===== src/rtl/mini32_pkg.sv =====
package mini32_pkg;
  localparam int XLEN     = 32;
  localparam int NUM_REGS = 32;
  localparam int REG_AW   = $clog2(NUM_REGS);
  localparam int PC_REG   = NUM_REGS - 1;
  localparam int UIMM_W   = 16;
  localparam int SIMM_W   = 9;
  localparam int SHAMT_W  = $clog2(XLEN);

  typedef enum logic [2:0] {
    CLS_IMM = 3'd0,
    CLS_ALU = 3'd1,
    CLS_MEM = 3'd2,
    CLS_JMP = 3'd3
  } cls_e;

  typedef enum logic [2:0] {
    OP_ADD = 3'd0, OP_SUB = 3'd1, OP_SHL = 3'd2, OP_SHR = 3'd3,
    OP_SRA = 3'd4, OP_AND = 3'd5, OP_OR  = 3'd6, OP_XOR = 3'd7
  } alu_op_e;

  typedef enum logic [1:0] {
    CMP_EQ = 2'd0, CMP_NE = 2'd1, CMP_LT = 2'd2, CMP_GE = 2'd3
  } cmp_e;

  typedef struct packed {
    logic              wr;
    logic [REG_AW-1:0] rd;
    logic [REG_AW-1:0] rs1;
    logic [REG_AW-1:0] rs2;
    logic [XLEN-1:0]   simm;
    logic [UIMM_W-1:0] uimm;
    logic              lo_imm;
    logic              hi_imm;
    logic              alu;
    logic              ld;
    logic              st;
    logic              jmp;
    alu_op_e           aop;
    cmp_e              cmp;
  } dec_t;
endpackage


===== src/rtl/mini32_decode.sv =====
module mini32_decode
  import mini32_pkg::*;
(
  input  logic [XLEN-1:0] word,
  output dec_t            dec
);
  logic [2:0] cls;
  logic [4:0] sub;

  assign cls = word[31:29];
  assign sub = word[28:24];

  always_comb begin
    dec        = '0;
    dec.rd     = word[23:19];
    dec.rs1    = word[18:14];
    dec.rs2    = word[13:9];
    dec.simm   = {{(XLEN-SIMM_W){word[SIMM_W-1]}}, word[SIMM_W-1:0]};
    dec.uimm   = word[UIMM_W-1:0];
    dec.aop    = alu_op_e'(sub[2:0]);
    dec.cmp    = cmp_e'(sub[1:0]);
    case (cls)
      CLS_IMM: begin
        dec.lo_imm = (sub == 5'd0);
        dec.hi_imm = (sub == 5'd1);
        dec.wr     = (sub < 5'd2);
      end
      CLS_ALU: begin
        dec.alu = (sub < 5'd8);
        dec.wr  = (sub < 5'd8);
      end
      CLS_MEM: begin
        dec.ld = (sub == 5'd0);
        dec.st = (sub == 5'd1);
        dec.wr = (sub == 5'd0);
      end
      CLS_JMP: dec.jmp = (sub < 5'd4);
      default: ;
    endcase
  end
endmodule


===== src/rtl/mini32_regfile.sv =====
module mini32_regfile
  import mini32_pkg::*;
#(
  parameter logic [XLEN-1:0] RESET_PC = '0
)(
  input  logic              clk,
  input  logic              rst_n,
  input  logic [REG_AW-1:0] ra_addr,
  input  logic [REG_AW-1:0] rb_addr,
  input  logic [REG_AW-1:0] rc_addr,
  output logic [XLEN-1:0]   ra_data,
  output logic [XLEN-1:0]   rb_data,
  output logic [XLEN-1:0]   rc_data,
  input  logic              wr_en,
  input  logic [REG_AW-1:0] wr_addr,
  input  logic [XLEN-1:0]   wr_data,
  input  logic              pc_we,
  input  logic [XLEN-1:0]   pc_d,
  output logic [XLEN-1:0]   pc_q
);
  logic [XLEN-1:0] regs [NUM_REGS];

  always_ff @(posedge clk or negedge rst_n) begin
    if (!rst_n) begin
      for (int i = 0; i < NUM_REGS; i++)
        regs[i] <= (i == PC_REG) ? RESET_PC : '0;
    end else begin
      if (wr_en && wr_addr != '0 && wr_addr != REG_AW'(PC_REG))
        regs[wr_addr] <= wr_data;
      if (pc_we)
        regs[PC_REG] <= pc_d;
    end
  end

  assign ra_data = (ra_addr == '0) ? '0 : regs[ra_addr];
  assign rb_data = (rb_addr == '0) ? '0 : regs[rb_addr];
  assign rc_data = (rc_addr == '0) ? '0 : regs[rc_addr];
  assign pc_q    = regs[PC_REG];

  a_r2_zero_stays_zero: assert property (@(posedge clk) disable iff (!rst_n)
    regs[0] == '0);
endmodule


===== src/rtl/mini32_alu.sv =====
module mini32_alu
  import mini32_pkg::*;
(
  input  logic [XLEN-1:0] a,
  input  logic [XLEN-1:0] b,
  input  alu_op_e         op,
  output logic [XLEN-1:0] y
);
  logic [SHAMT_W-1:0] sh;
  assign sh = b[SHAMT_W-1:0];

  always_comb begin
    case (op)
      OP_ADD:  y = a + b;
      OP_SUB:  y = a - b;
      OP_SHL:  y = a << sh;
      OP_SHR:  y = a >> sh;
      OP_SRA:  y = XLEN'($signed(a) >>> sh);
      OP_AND:  y = a & b;
      OP_OR:   y = a | b;
      default: y = a ^ b;
    endcase
  end
endmodule


===== src/rtl/mini32_core.sv =====
module mini32_core
  import mini32_pkg::*;
#(
  parameter logic [XLEN-1:0] RESET_PC = '0
)(
  input  logic            clk,
  input  logic            rst_n,
  output logic [XLEN-1:0] fetch_addr,
  input  logic [XLEN-1:0] fetch_word,
  input  logic            fetch_valid,
  output logic            fetch_ready,
  output logic            mem_valid,
  input  logic            mem_ready,
  output logic            mem_we,
  output logic [XLEN-1:0] mem_addr,
  output logic [XLEN-1:0] mem_wdata,
  input  logic [XLEN-1:0] mem_rdata
);
  localparam logic [XLEN-1:0] WORD_MASK = ~XLEN'(3);
  localparam logic [XLEN-1:0] STEP      = XLEN'(4);

  dec_t            dec;
  logic [XLEN-1:0] rs1_v, rs2_v, rd_v, pc_q;
  logic [XLEN-1:0] opb, alu_y, ea, target, wb, pc_next;
  logic            commit, taken, redirect, is_mem;

  mini32_decode u_dec (.word(fetch_word), .dec(dec));

  mini32_regfile #(.RESET_PC(RESET_PC)) u_rf (
    .clk(clk), .rst_n(rst_n),
    .ra_addr(dec.rs1), .rb_addr(dec.rs2), .rc_addr(dec.rd),
    .ra_data(rs1_v), .rb_data(rs2_v), .rc_data(rd_v),
    .wr_en(commit && dec.wr), .wr_addr(dec.rd), .wr_data(wb),
    .pc_we(commit), .pc_d(pc_next), .pc_q(pc_q)
  );

  // second operand: register plus signed offset, shared by ALU and address
  assign opb = rs2_v + dec.simm;

  mini32_alu u_alu (.a(rs1_v), .b(opb), .op(dec.aop), .y(alu_y));

  assign ea     = rs1_v + opb;
  assign target = rd_v + dec.simm;

  always_comb begin
    case (dec.cmp)
      CMP_EQ:  taken = (rs1_v == rs2_v);
      CMP_NE:  taken = (rs1_v != rs2_v);
      CMP_LT:  taken = ($signed(rs1_v) <  $signed(rs2_v));
      default: taken = ($signed(rs1_v) >= $signed(rs2_v));
    endcase
    taken = taken && dec.jmp;
  end

  always_comb begin
    if (dec.lo_imm)      wb = {{(XLEN-UIMM_W){1'b0}}, dec.uimm};
    else if (dec.hi_imm) wb = {dec.uimm, rd_v[UIMM_W-1:0]};
    else if (dec.ld)     wb = mem_rdata;
    else                 wb = alu_y;
  end

  assign is_mem      = dec.ld || dec.st;
  assign fetch_ready = !is_mem || mem_ready;
  assign commit      = fetch_valid && fetch_ready;
  assign redirect    = dec.wr && (dec.rd == REG_AW'(PC_REG));

  always_comb begin
    if (redirect)   pc_next = wb & WORD_MASK;
    else if (taken) pc_next = target & WORD_MASK;
    else            pc_next = pc_q + STEP;
  end

  assign fetch_addr = pc_q;
  assign mem_valid  = fetch_valid && is_mem;
  assign mem_we     = mem_valid && dec.st;
  assign mem_addr   = ea & WORD_MASK;
  assign mem_wdata  = rd_v;

  a_r8_idle_holds_pc: assert property (@(posedge clk) disable iff (!rst_n)
    !fetch_valid |=> $stable(fetch_addr));

  a_r7_stall_holds_pc: assert property (@(posedge clk) disable iff (!rst_n)
    (mem_valid && !mem_ready) |=> $stable(fetch_addr));

  a_r9_fall_through: assert property (@(posedge clk) disable iff (!rst_n)
    (commit && !taken && !redirect) |=> fetch_addr == $past(fetch_addr) + STEP);

  a_r9_taken_target: assert property (@(posedge clk) disable iff (!rst_n)
    (commit && taken && !redirect) |=> fetch_addr == ($past(target) & WORD_MASK));

  a_r10_redirect: assert property (@(posedge clk) disable iff (!rst_n)
    (commit && redirect) |=> fetch_addr == ($past(wb) & WORD_MASK));

  a_r6_aligned_access: assert property (@(posedge clk) disable iff (!rst_n)
    mem_valid |-> mem_addr[1:0] == 2'b00);
endmodule


===== config.mk =====
export PLATFORM = sky130hd
export DESIGN_NAME = mini32_core
export DESIGN_NICKNAME = d
export VERILOG_FILES = /design/src/rtl/mini32_pkg.sv /design/src/rtl/mini32_decode.sv /design/src/rtl/mini32_regfile.sv /design/src/rtl/mini32_alu.sv /design/src/rtl/mini32_core.sv
export SDC_FILE = /design/constraint.sdc
export NUM_CORES = 2
export LEC_CHECK = 0
export BUFFER_PORTS_ARGS = -buffer_cell sky130_fd_sc_hd__buf_2
export CELL_PAD_IN_SITES_DETAIL_PLACEMENT = 0
export CELL_PAD_IN_SITES_GLOBAL_PLACEMENT = 1
export CORE_MARGIN = 2
export CORE_UTILIZATION = 47
export CTS_CLUSTER_DIAMETER = 200
export CTS_CLUSTER_SIZE = 14
export DETAILED_ROUTE_END_ITERATION = 12
export PLACE_DENSITY_LB_ADDON = 0.1
export SLEW_MARGIN = 20
export SYNTH_ARGS = -nofsm -noshare
export SYNTH_HDL_FRONTEND = slang
export SYNTH_SLANG_ARGS = --single-unit
export TNS_END_PERCENT = 50

===== constraint.sdc =====
create_clock -name clk -period 9.8 [get_ports clk]
set_input_delay 0.98 -clock clk [delete_from_list [all_inputs] [get_ports clk]]
set_output_delay 0.98 -clock clk [all_outputs]
set_load 0.02 [all_outputs]

---- Word level (Yosys, flattened, before mapping) ----
Cells that the tools add are included.
cells by class
  shift-type cells ........................ 3
  bitwise gates (word level) .............. 6
  reduce and logical (&&, ||, !) cells .... 21
  add/sub/neg operators ................... 5
  multiplexer cells ....................... 28
  order comparisons ....................... 9
  equal/unequal tests ..................... 16
operators with widths
  operator                                                   number
  bitwise mux 1024 bit                                       1
  two-way mux 32 bit                                         17
  binary-select mux 32 bit (select 5 bit)                    3
  case mux 32 bit (7 select lines)                           1
  demux 32 bit (select 5 bit)                                1
  adder 32 bit                                               3
  adder 32 x 3 -> 32 bit (second input constant)             1
  AND 32 bit                                                 1
  == test 32 bit                                             1
  greater-or-equal comparator 32 bit                         1
  < comparator 32 bit                                        1
  inequality test 32 bit                                     1
  OR 32 bit                                                  1
  left shift 32 x 5 -> 32 bit                                1
  >> shifter 32 x 5 -> 32 bit                                1
  >>> shifter 32 x 5 -> 32 bit                               1
  subtractor 32 bit                                          1
  bitwise XOR 32 bit                                         1
  zero test 5 bit                                            4
  greater-or-equal comparator 6 bit (second input constant)  3
  NOT 5 -> 6 bit                                             3
  == test 3 x 2 -> 1 bit (second input constant)             4
  == test 3 bit (second input constant)                      3
  logical AND 1 bit                                          9
  19 further kinds                                           24
word-level totals
  output and inout bits ................... 99
  word-level logic and storage cells ...... 120
  input port bits ......................... 68
  register bits after elaboration ......... 1024

---- Logic depth before layout (Yosys ltp) ----
  word-level depth ........................ 14
  mapped depth ............................ 34
  gate-level depth less buffers ........... 29

---- Cells and area by module ----
Synthesis repeated with hierarchy kept, for this count alone.
unflattened totals
  cell total of the unflattened synthesis .. 6807
  area total of the unflattened synthesis .. 78819.3 µm²
modules (own cells, without submodules)
  module          instances  sequential area each (µm²)  cells an instance  area an instance (µm²)
  mini32_regfile  1          25624.6                     4507               63114.3
  mini32_alu      1          0.0                         1159               8031.5
  mini32_core     1          0.0                         1057               7055.5
  mini32_decode   1          0.0                         84                 618.1

---- Worst setup path after synthesis ----
No wires, ideal clock.
  kind .................................... input-to-reg
  start point ............................. input port fetch_word[9]
  end point ............................... register u_rf.regs[158] in the netlist's numbering
  stages on the path ...................... 34
  data arrival time ....................... 9.434 ns
  setup time .............................. 0.125 ns
  required time ........................... 9.675 ns
  buffers on the path ..................... 6
  setup slack ............................. 0.242 ns
  cell sequence ........................... clkbuf_1 > buf_1 > buf_1 > buf_1 > mux4_2 > mux4_2 > nand2_1 > a21o_1 > inv_1 > ha_1 > a21o_1 > a21oi_1 > o21bai_1 > a311o_1 > a21oi_1 > a311oi_1 > or3_1 > a21oi_1 > xnor2_1 > ha_1 > clkbuf_1 > a21o_1 > a21oi_1 > o211ai_1 > or3_1 > o311ai_0 > a21oi_1 > a21oi_1 > xnor2_1 > a221oi_1 > o32ai_1 > a22o_1 > clkbuf_1 > mux2_2
on the way
  longest elaborated chain between the ends .. 12
  elaborated cells between the ends (all ways) .. 20
  those cells by class .................... add/sub: 3; shift: 3; mux: 9; bitwise: 4; reduce/logical: 1
ends and longest elaborated chain
  element                                                line                  RTL
  start, declared                                        mini32_core.sv:9      input logic [XLEN-1:0] fetch_word,
  NOT 5 -> 6 bit (not written as such)                   mini32_regfile.sv:36  assign rb_data = (rb_addr == '0) ? '0 : regs[rb_addr];
  binary-select mux 32 bit (select 5 bit)                mini32_regfile.sv:36
  two-way mux 32 bit (not written as such) (2 in a row)  mini32_regfile.sv:36
  two-way mux 32 bit (*)                                 mini32_regfile.sv:36
  adder 32 bit (*)                                       mini32_core.sv:38     assign opb = rs2_v + dec.simm;
  adder 32 bit (*)                                       n/a
  net mem_addr[30]                                       mini32_core.sv:15     output logic [XLEN-1:0] mem_addr,
  case mux 32 bit (7 select lines) (*)                   mini32_alu.sv:13      case (op)
  two-way mux 32 bit (*)                                 mini32_core.sv:58     else if (dec.ld) wb = mem_rdata;
  two-way mux 32 bit (*)                                 mini32_core.sv:57     else if (dec.hi_imm) wb = {dec.uimm, rd_v[UIMM_W-1:0]};
  two-way mux 32 bit (*)                                 mini32_core.sv:56     if (dec.lo_imm) wb = {{(XLEN-UIMM_W){1'b0}}, dec.uimm};
  bitwise mux 1024 bit (*)                               mini32_regfile.sv:29  regs[wr_addr] <= wr_data;
  end signal, assigned by index                          mini32_regfile.sv:26  regs[i] <= (i == PC_REG) ? RESET_PC : '0;
  end signal, assigned by index                          mini32_regfile.sv:29
  end signal, assigned by index                          mini32_regfile.sv:31  regs[PC_REG] <= pc_d;
  end, declared                                          mini32_regfile.sv:21  logic [XLEN-1:0] regs [NUM_REGS];
Mark *: on every way through the listed nets, which the timed path passes. The rest lies on a longest branch. The select of a mux whose other input is x is not followed.
A chain may end at the register's enable or synchronous reset.

---- Worst setup path after layout ----
  start point ............................. input port fetch_word[9]
  end point ............................... output port mem_addr[28]
on the way
  longest elaborated chain between the ends .. 7
  elaborated cells between the ends (all ways) .. 8
  those cells by class .................... add/sub: 2; mux: 4; bitwise: 1; reduce/logical: 1
ends and longest elaborated chain
  element                                                line                  RTL
  NOT 5 -> 6 bit (not written as such)                   mini32_regfile.sv:36
  binary-select mux 32 bit (select 5 bit)                mini32_regfile.sv:36
  two-way mux 32 bit (not written as such) (2 in a row)  mini32_regfile.sv:36
  two-way mux 32 bit (*)                                 mini32_regfile.sv:36
  adder 32 bit (*)                                       mini32_core.sv:38
  adder 32 bit (*)                                       mini32_core.sv:42     assign ea = rs1_v + opb;
  end, declared                                          mini32_core.sv:15
Every way passes the cells marked *; elsewhere a longest branch is shown, timed or not. The select of a mux whose other input is x is not followed.

==> metrics.txt <==
number of buffers inserted by hold repair at cts 0; share of the clock period used by the worst path 97.2%; number of instances resized during post-cts repair 0; root buffer cell sky130_fd_sc_hd__clkbuf_16; WL per Instance 43.4 microns; Total Nets Final 7536; Pre-antenna DRT Iters 8; drt drc 0; total gr overflow 0; sum of negative setup slack 0 ns; half-perimeter wire length after placement about 290000 microns; number of flip-flops and latches in the synthesized netlist just over 1000; most frequent cells in the layout 1024 x sky130_fd_sc_hd__dfrtp_1, 931 x sky130_fd_sc_hd__nand2_1, 728 x sky130_fd_sc_hd__mux4_2; number of flops mapped to enable cells by yosys 0; DR iter-0 viols roughly 12000; CTS tree built; final setup vio count 0; endpoint type of the worst setup path output port; synth unique cells 102; Buffers on Ports around 160; static power due to leakage about 37 nW; clock input transition at the sequential cells of the worst setup and hold paths 0.07 ns; endpoint of the worst register-to-register path u_rf.regs[158]; CP max stage delay 0.58 ns; most frequent standard cell in the layout excluding fill and tap cells sky130_fd_sc_hd__dfrtp_1; number of cell rows 149; deepest clock path buffer count 3; Chip Height between 400 and 500 microns; routability congestion estimate from global placement around 1.1; headroom to the max-slew limit 13.0%; I/O pins 167; final count of hold timing violations 0; Min-Delay Path Class primary input to asynchronous set/reset pin; worst clock skew 0.0777 ns; Worst-Margin Slew 1.29 ns; largest fanout on the critical path 27; Min Clock Period, post-route around 9.5 ns; fraction of final layout cells sized beyond drive strength 1 29.9%; gate count of the mapped netlist 7310; number of routed nets with antenna violations 0; maximum clock rate 0.105 GHz; cell at the slowest stage of the critical path sky130_fd_sc_hd__mux4_2; later-pin clock latency in the skew report 0.77 ns; layout overhead on the synthesized area 9.33%; category of the most critical setup path primary input to output port; number of CTS-inserted buffers 83; post-synthesis sequential area ratio 32.9%; initial core utilization 47.3%; number of antenna violations at the first check in global routing 33; Die Outline Area 0.169 sq mm; data arrival time of the critical path 8.54 ns; Async SR Flop Fraction 100%; Warnings, synthesis 0; Clock Sink Count 1024; final count of pins violating max slew 0; via count of the first global-routing pass around 67000; Crit path max-delay family compound AO/OA/AOI/OAI gates; cell area after synthesis 0.0780 sq mm; VDD IR-drop max 0.167 mV; areal power density over the cells 131 mW/mm^2; most common flop cell mapped by yosys sky130_fd_sc_hd__dfrtp_1; WP depth 28; maxcap violations 0; setup fix buffers added after clock tree synthesis 0; post-route worst hold slack 0.252 ns; Critical Path Source Type primary input; average cell area after synthesis 10.7 sq um; buffer and inverter count on the worst path 6; Core Util, Final slightly above 50%; global router's overall resource usage 48.2%; via-per-instance ratio 7.47; H-tree depth reported by CTS 3; outcome completed; setup slack of the most critical reg-to-reg path 1.40 ns; required time worst endpoint 8.82 ns; placeable core region 0.165 sq mm; Routed Wire Length between 400000 and 500000 microns; DIE WIDTH 411 microns; RSZ-0062 raised after global routing false; global-route wire length before repair approximately 570000 microns; total number of vias between 70000 and 80000; maximum number of pins on one net before global-route repair 139; Reg-to-Reg Start u_rf.pc_q[0]; number of cells on the worst reg-to-reg path 29
## worst max-delay path by stage
stage / from / end
final: fetch_word[9] / mem_addr[28]
after global placement: fetch_word[9] / mem_addr[28]
after global routing: fetch_word[9] / mem_addr[28]
after CTS: fetch_word[9] / mem_addr[28]
after detailed placement: fetch_word[9] / mem_addr[28]
after floorplan: fetch_word[9] / u_rf.regs[158]
## state kept, by name, indices dropped and copies added, names as in the netlist
signal     cells
u_rf.regs    992
u_rf.pc_q     32
## cell usage after synthesis (89+ instances only)
cell type	instances	area [sq um]
sky130_fd_sc_hd__o21ai_0	529	2650
sky130_fd_sc_hd__mux4_2	728	16400
sky130_fd_sc_hd__dfrtp_1	1024	25600
sky130_fd_sc_hd__mux2i_1	277	2770
sky130_fd_sc_hd__clkbuf_1	514	1930
sky130_fd_sc_hd__inv_1	151	567
sky130_fd_sc_hd__ha_1	190	2380
sky130_fd_sc_hd__xnor2_1	89	780
sky130_fd_sc_hd__nand2_1	950	3570
sky130_fd_sc_hd__mux2_2	577	6500
sky130_fd_sc_hd__a21oi_1	230	1150
sky130_fd_sc_hd__nor2_1	266	998
sky130_fd_sc_hd__a22oi_1	178	1340
## cells by family after synthesis
kind of cell               synth area share, %
AOI/OAI and AO/OA                         14.8
buffers and inverters                     4.91
DFF                                       32.9
muxes                                     32.9
other                                  0.00481
adders and majority gates                 3.12
and+or+nand+nor                           9.95
xor gates and xnor gates                  1.43
## power by group
group | total, mW | switching [mW] | leakage, nW | internal [mW]
Sequential | 4.54 | 0.196 | 14.2 | 4.34
Clock | 3.30 | 1.74 | 1.10 | 1.56
Combinational | 3.31 | 2.23 | 22.0 | 1.09
Total | 11.2 | 4.17 | 37.3 | 6.99
## worst register-to-register path, delay by kind of cell, from the launching register on
family / cells / cell delay (ns)
and+or+nand+nor: 3 / 0.59
muxes: 4 / 1.48
adders and majority gates: 3 / 0.98
AOI/OAI and AO/OA: 17 / 4.43
xor gates and xnor gates: 1 / 0.13
DFF: 1 / 0.50
buffers and inverters: 1 / 0.18
## metal layers
| layer | GRT usage (%) | part of all wire, % | up-vias |
|---|---|---|---|
| met5 | 0 | 0.054 | - |
| met4 | 35.1 | 9.2 | 30 |
| met3 | 15.9 | 13 | 1396 |
| met2 | 66.5 | 40 | 5412 |
| met1 | 63.4 | 38 | 36400 |
| li1 | - | - | 27700 |
## cell type report
cell class,instances,area (sq um)
Antenna cell,23,57.6
Clock buffer,87,2140
Clock inverter,5,111
Fill cell,15100,79500
Inverter,160,602
Multi-Input combinational cell,5394,49200
Sequential cell,1024,25600
Tap cell,2189,2740
Timing Repair Buffer,612,4840
## through the flow
stage | total power, mW | std cells | cell area (sq um) | worst slack [ns]
6_report | 11.2 | 9494 | 85300 | 0.277
3_3_place_gp | 7.78 | 9379 | 82900 | 0.0127
4_1_cts | 11.0 | 9471 | 85200 | 0.0290
5_1_grt | 11.4 | 9473 | 85200 | 0.0715
2_1_floorplan | 6.29 | 7311 | 78000 | 0.242
3_5_place_dp | 7.79 | 9379 | 82900 | 0.0583
Power figures use the tool's default switching activity.
